File: src/rtl/fmr_pkg.sv
package fmr_pkg;

    localparam int SLOT_W = 64;

    typedef enum logic [1:0] {
        FMT_HALF   = 2'd0,
        FMT_SINGLE = 2'd1,
        FMT_DOUBLE = 2'd2
    } fmt_e;

    typedef struct packed {
        logic [SLOT_W-1:0] val;
        logic              sig;
    } node_t;

    function automatic logic [SLOT_W-1:0] elem_mask(fmt_e f);
        case (f)
            FMT_HALF:   return 64'h0000_0000_0000_FFFF;
            FMT_SINGLE: return 64'h0000_0000_FFFF_FFFF;
            default:    return 64'hFFFF_FFFF_FFFF_FFFF;
        endcase
    endfunction

    function automatic logic [SLOT_W-1:0] sign_mask(fmt_e f);
        case (f)
            FMT_HALF:   return 64'h0000_0000_0000_8000;
            FMT_SINGLE: return 64'h0000_0000_8000_0000;
            default:    return 64'h8000_0000_0000_0000;
        endcase
    endfunction

    function automatic logic [SLOT_W-1:0] expo_mask(fmt_e f);
        case (f)
            FMT_HALF:   return 64'h0000_0000_0000_7C00;
            FMT_SINGLE: return 64'h0000_0000_7F80_0000;
            default:    return 64'h7FF0_0000_0000_0000;
        endcase
    endfunction

    function automatic logic [SLOT_W-1:0] mant_mask(fmt_e f);
        case (f)
            FMT_HALF:   return 64'h0000_0000_0000_03FF;
            FMT_SINGLE: return 64'h0000_0000_007F_FFFF;
            default:    return 64'h000F_FFFF_FFFF_FFFF;
        endcase
    endfunction

    function automatic logic [SLOT_W-1:0] quiet_bit(fmt_e f);
        case (f)
            FMT_HALF:   return 64'h0000_0000_0000_0200;
            FMT_SINGLE: return 64'h0000_0000_0040_0000;
            default:    return 64'h0008_0000_0000_0000;
        endcase
    endfunction

    function automatic logic [SLOT_W-1:0] pos_inf(fmt_e f);
        return expo_mask(f);
    endfunction

    function automatic logic is_nan(logic [SLOT_W-1:0] v, fmt_e f);
        return ((v & expo_mask(f)) == expo_mask(f)) && ((v & mant_mask(f)) != '0);
    endfunction

    function automatic logic is_snan(logic [SLOT_W-1:0] v, fmt_e f);
        return is_nan(v, f) && ((v & quiet_bit(f)) == '0);
    endfunction

    // true when a is strictly below b (both non-NaN)
    function automatic logic fp_less(logic [SLOT_W-1:0] a, logic [SLOT_W-1:0] b, fmt_e f);
        logic              sa;
        logic              sb;
        logic [SLOT_W-1:0] ma;
        logic [SLOT_W-1:0] mb;
        sa = |(a & sign_mask(f));
        sb = |(b & sign_mask(f));
        ma = a & (expo_mask(f) | mant_mask(f));
        mb = b & (expo_mask(f) | mant_mask(f));
        if (sa != sb) return sa;
        if (!sa)      return ma < mb;
        return ma > mb;
    endfunction

endpackage

File: src/rtl/fmr_lane_prep.sv
module fmr_lane_prep
    import fmr_pkg::*;
(
    input  fmt_e              fmt,
    input  logic              active,
    input  logic [SLOT_W-1:0] raw,
    output node_t             leaf
);
    logic [SLOT_W-1:0] elem;
    logic              snan;

    always_comb begin
        elem = raw & elem_mask(fmt);
        snan = is_snan(elem, fmt);
        if (!active) begin
            leaf.val = pos_inf(fmt);
            leaf.sig = 1'b0;
        end else begin
            leaf.val = is_nan(elem, fmt) ? (elem | quiet_bit(fmt)) : elem;
            leaf.sig = snan;
        end
    end
endmodule

File: src/rtl/fmr_min2.sv
module fmr_min2
    import fmr_pkg::*;
(
    input  fmt_e  fmt,
    input  node_t a,
    input  node_t b,
    output node_t y
);
    logic a_nan;
    logic b_nan;

    always_comb begin
        a_nan = is_nan(a.val, fmt);
        b_nan = is_nan(b.val, fmt);
        if (a_nan)
            y.val = a.val;
        else if (b_nan)
            y.val = b.val;
        else if (fp_less(b.val, a.val, fmt))
            y.val = b.val;
        else
            y.val = a.val;
        y.sig = a.sig | b.sig;
    end
endmodule

File: src/rtl/fmr_stage.sv
module fmr_stage
    import fmr_pkg::*;
#(
    parameter int N = 2
) (
    input  logic              clk,
    input  logic              rst,
    input  logic              in_valid,
    input  fmt_e              in_fmt,
    input  node_t [N-1:0]     d,
    output logic              out_valid,
    output fmt_e              out_fmt,
    output node_t [N/2-1:0]   q
);
    localparam int M = N / 2;

    node_t [M-1:0] y;

    for (genvar k = 0; k < M; k++) begin : g_pair
        fmr_min2 u_min2 (
            .fmt (in_fmt),
            .a   (d[2*k]),
            .b   (d[2*k+1]),
            .y   (y[k])
        );
    end

    always_ff @(posedge clk) begin
        if (rst)
            out_valid <= 1'b0;
        else
            out_valid <= in_valid;
        out_fmt <= in_fmt;
        q       <= y;
    end
endmodule

File: src/rtl/fp_min_reduce.sv
module fp_min_reduce
    import fmr_pkg::*;
#(
    parameter int LANES = 8,
    parameter int DST_W = 128
) (
    input  logic                    clk,
    input  logic                    rst,
    input  logic                    in_valid,
    input  logic [1:0]              in_fmt,
    input  logic [SLOT_W*LANES-1:0] in_lanes,
    input  logic [LANES-1:0]        in_pred,
    output logic                    out_valid,
    output logic [DST_W-1:0]        out_result,
    output logic                    out_invalid
);
    localparam int LEVELS = $clog2(LANES);

    fmt_e                fmt_in;
    node_t [LANES-1:0]   leaf;

    assign fmt_in = fmt_e'(in_fmt);

    for (genvar i = 0; i < LANES; i++) begin : g_lane
        fmr_lane_prep u_prep (
            .fmt    (fmt_in),
            .active (in_pred[i]),
            .raw    (in_lanes[SLOT_W*i +: SLOT_W]),
            .leaf   (leaf[i])
        );
    end

    for (genvar l = 0; l < LEVELS; l++) begin : g_lvl
        localparam int NI = LANES >> l;
        node_t [NI/2-1:0] q;
        logic             v;
        fmt_e             f;
        if (l == 0) begin : g_first
            fmr_stage #(.N(NI)) u_stage (
                .clk       (clk),
                .rst       (rst),
                .in_valid  (in_valid),
                .in_fmt    (fmt_in),
                .d         (leaf),
                .out_valid (v),
                .out_fmt   (f),
                .q         (q)
            );
        end else begin : g_next
            fmr_stage #(.N(NI)) u_stage (
                .clk       (clk),
                .rst       (rst),
                .in_valid  (g_lvl[l-1].v),
                .in_fmt    (g_lvl[l-1].f),
                .d         (g_lvl[l-1].q),
                .out_valid (v),
                .out_fmt   (f),
                .q         (q)
            );
        end
    end

    node_t root;
    fmt_e  root_fmt;

    assign root      = g_lvl[LEVELS-1].q[0];
    assign root_fmt  = g_lvl[LEVELS-1].f;
    assign out_valid = g_lvl[LEVELS-1].v;

    always_comb begin
        out_result = '0;
        out_result[SLOT_W-1:0] = root.val & elem_mask(root_fmt);
        out_invalid = out_valid & root.sig;
    end
endmodule

File: config.mk
export PLATFORM = sky130hd
export DESIGN_NAME = fp_min_reduce
export DESIGN_NICKNAME = d
export VERILOG_FILES = /design/src/rtl/fmr_pkg.sv /design/src/rtl/fmr_lane_prep.sv /design/src/rtl/fmr_min2.sv /design/src/rtl/fmr_stage.sv /design/src/rtl/fp_min_reduce.sv
export SDC_FILE = /design/constraint.sdc
export NUM_CORES = 2
export LEC_CHECK = 0
export BUFFER_PORTS_ARGS = -buffer_cell sky130_fd_sc_hd__buf_4
export CAP_MARGIN = 0
export CORE_MARGIN = 3
export CORE_UTILIZATION = 50
export CTS_BUF_LIST = sky130_fd_sc_hd__clkbuf_4
export CTS_CLUSTER_SIZE = 20
export DETAILED_ROUTE_END_ITERATION = 12
export GPL_TIMING_DRIVEN = 0
export PLACE_DENSITY = 0.73
export SYNTH_ARGS = -nofsm -noshare
export SYNTH_HDL_FRONTEND = slang
export SYNTH_SLANG_ARGS = --single-unit
File: constraint.sdc
create_clock -name clk -period 6 [get_ports clk]
set_clock_uncertainty 0.15 [all_clocks]
set_input_delay 1.2 -clock clk [delete_from_list [all_inputs] [get_ports clk]]
set_output_delay 1.2 -clock clk [all_outputs]
set_load 0.1 [all_outputs]
==> flow_metrics.py <==
metrics = {
    "clock_network": {
        "clk_path_buf_depth": 3,
        "hold_buffers": 0,
        "cts_sinks": 464,
        "ctsRootBufferMaster": "clkbuf_4",
        "clk_latency_ps": 920,
        "htreeDepth": 3,
        "cts_tree": "built",
        "numCtsBuffers": 110,
        "path_clk_slew_ps": 80,
    },
    "setup_path": {
        "arrival_ps": 6720,
        "crit_type": "input port to flop",
        "worst_setup_path_start_kind": "input port",
        "cp_max_fo": 10,
        "end_kind": "flop",
        "critPathRequiredTime_ps": 6630,
    },
    "floorplanning": {
        "dieWidth_microns": 267.6,
        "num_io_pins": 655,
        "start_util": 0.5070,
        "fp-row-count": 95,
        "coreArea_sq_um": 67510,
        "die-area_sq_um": 71630,
        "die_y_microns": 267.6,
    },
    "logic_synthesis": {
        "synth_flop_cell": "dfxtp_1",
        "postSynthAreaPerCell_sq_um": 8.222,
        "yosysSeqAreaShare": 0.2714,
        "synth-seq-cells": 464,
        "ys_types": 68,
        "synth_edf_count": 0,
        "syn-instance-count": 4163,
        "ys_warn_count": 0,
        "synthArstFlopShare": 0,
        "netlist_area_sq_um": 34230,
    },
    "grt": {
        "grt_max_degree": 20,
        "antenna_found_initial": 12,
        "grt_pass1_vias": 33610,
        "grt_pass1_wl_microns": 210000,
        "grt_usage": 0.3929,
        "overflow": 0,
    },
    "routing": {
        "detail_route.first_pass.iterations": 7,
        "drt_wl_total_microns": 146600,
        "routedWlPerCell_microns": 24.87,
        "via_per_inst": 6.076,
        "initialDrtViolationCount": 4078,
        "num_vias": 35810,
        "ant_nets": 0,
        "drcViolationCount": 0,
    },
    "final_layout": {
        "nNetsFinal": 5901,
        "layout_common_cells": "buf_4, nand2_1, dfxtp_1, ha_1, inv_1",
        "area_delta_synth_final_pct": 22.25,
        "multi_input_area_sq_um": 22940,
        "layout_commonest_cell": "buf_4",
        "seqCellArea_sq_um": 9289,
        "fin_area_sq_um": 41840,
        "fillers": 6283,
        "layout-drive-gt1-share": 0.2278,
        "final_util": 0.6198,
    },
    "sta": {
        "worstMarginPinSlew_ps": 1275,
        "hold_slack_ps": 187.9,
        "fmax_mhz": 164.0,
        "slew_viol_final": 0,
        "period_share": 1.016,
        "setup_viol": 11,
        "rsz0062_at_grt": "true",
        "layout_setup_ws_ps": -97.28,
        "relSlewSlack": 0.1432,
        "final_hold_viol_count": 0,
        "post-route-min-period_ps": 6097,
    },
    "placement": {
        "place.gp.congestion": 1.023,
        "dpl-instance-area_sq_um": 39980,
        "place.port_buffers": 589,
        "dp_hpwl_microns": 123100,
    },
    "status": {
        "violations": "setup timing",
        "status": "finished with violations",
    },
    "flow_run": {
        "max_cap_violations": 0,
    },
    "power_and_ir_drop": {
        "power_mw": 12.65,
        "power.density_nw_per_um2": 302.4,
        "leakage_nw": 20.25,
        "irDropWorstVdd_v": 0.0004336,
    },
    "hold_path": {
        "min_path_type": "flop to flop",
    },
}
==> Yosys cell counts, types with 5 or more instances <==
library cell | n | area share
a2111oi_0 | 6 | 0.0015
nand4_1 | 177 | 0.032
buf_2 | 20 | 0.0029
o21ai_0 | 253 | 0.037
or4_1 | 17 | 0.0037
a31oi_1 | 10 | 0.0018
mux2i_1 | 220 | 0.064
o21a_1 | 26 | 0.0057
a21oi_1 | 240 | 0.035
mux2_1 | 26 | 0.0086
nand3_1 | 90 | 0.013
o31ai_1 | 12 | 0.0026
a221oi_1 | 20 | 0.0051
buf_4 | 86 | 0.019
and3_1 | 33 | 0.0060
o211ai_1 | 70 | 0.015
clkbuf_1 | 120 | 0.013
ha_1 | 441 | 0.16
inv_1 | 268 | 0.029
or3_1 | 5 | 0.00091
and4_1 | 19 | 0.0049
a41oi_1 | 5 | 0.0013
a211oi_1 | 19 | 0.0042
nor2_1 | 114 | 0.013
nor4_1 | 153 | 0.028
a21o_1 | 80 | 0.018
nor3_1 | 70 | 0.010
dfxtp_1 | 464 | 0.27
mux2_2 | 167 | 0.055
buf_1 | 12 | 0.0013
o41ai_1 | 6 | 0.0015
and2_1 | 199 | 0.036
nand2b_1 | 5 | 0.00091
nand2_1 | 591 | 0.065
nor2b_1 | 30 | 0.0055
buf_6 | 18 | 0.0059
==> through the flow <==
stage / worst slack, ps / TNS, ps / cells
2_1_floorplan: 451.0 / 0 / 4226
4_1_cts: 11.70 / 0 / 5885
3_3_place_gp: -4791 / -1307770 / 5688
6_report: -97.28 / -243.4 / 5894
5_1_grt: -14.97 / -14.97 / 5893
3_5_place_dp: -4724 / -1311470 / 5688
==> worst paths after layout <==
| kind | start | end | slack [ps] | cells past startpoint |
|---|---|---|---|---|
| max | in_fmt[1] | g_lvl[0].g_first.u_stage.q[110] | -100 | 19 |
| min | g_lvl[1].g_next.u_stage.out_fmt[0] | g_lvl[2].g_next.u_stage.out_fmt[0] | 190 | 0 |
| max reg2reg | g_lvl[1].g_next.u_stage.out_fmt[1] | g_lvl[2].g_next.u_stage.q[35] | 240 | 17 |
| min reg2reg | g_lvl[1].g_next.u_stage.out_fmt[0] | g_lvl[2].g_next.u_stage.out_fmt[0] | 190 | 0 |
==> layer usage <==
layer  GRT usage  part of all wire  vias up  routed length, microns
met2      0.5967              0.43     2052                   62470
li1            -                 -    16590                       -
met3     0.08682              0.11      389                   15740
met5           0           0.00040        -                      59
met1      0.5415              0.42    16770                   61480
met4      0.1552             0.047        8                    6857
==> area by class of cell <==
class                           instances  share of cell area
Tap cell                              873             0.02610
Buffer                                253             0.03783
Clock buffer                          147             0.02637
Clock inverter                         47            0.006728
Antenna cell                            4           0.0002392
Multi-Input combinational cell       3238              0.5483
Sequential cell                       464              0.2220
Inverter                              268             0.02422
Timing Repair Buffer                  600              0.1082
==> registers in the layout (all words and copies together) (netlist names) <==
name                             count
g_lvl.g_first.u_stage.q            260
g_lvl.g_next.u_stage.q             195
g_lvl.g_next.u_stage.out_fmt         4
g_lvl.g_first.u_stage.out_fmt        2
g_lvl.g_next.u_stage.out_valid       2
g_lvl.g_first.u_stage.out_valid      1
==> power breakdown <==
group / internal [mW] / switching, mW / leakage, nW
clock network: 1.24 / 1.32 / 0.823
registers: 3.72 / 0.548 / 3.86
logic: 2.21 / 3.61 / 15.6
==> cells by family (layout without fill, tap and decap cells) <==
| logic type | Yosys count | count (layout) | synth area share |
|---|---|---|---|
| compound gates | 800 | 800 | 0.1448 |
| fa+ha+maj | 441 | 441 | 0.1612 |
| buf+inv | 524 | 1315 | 0.07157 |
| flops | 464 | 464 | 0.2714 |
| mux | 413 | 413 | 0.1278 |
| other cells | 1 | 68 | 0.0001096 |
| simple gates | 1520 | 1520 | 0.2232 |
==> critical path, stage by stage <==
cell and delay, ps:
buf_4 260, buf_8 280, buf_8 280, clkbuf_8 290
buf_6 250, clkbuf_8 270, clkbuf_2 250, o21ai_0 190
ha_1 350, nand4_1 140, nor2_2 290, nand2_1 170
or4_1 620, or4_1 520, o211ai_1 160, o2bb2ai_1 160
buf_4 280, buf_4 290, mux2i_1 360
==> timing repair <==
action | 4_1_cts | 5_1_grt
resized for setup | 84 | 47
endpoints found under the setup margin | 448 | 414
endpoints found under the hold margin | 0 | 0
setup buffers | 6 | 5
pin swaps | 3 | 7
(Power assumes the default switching activity.)
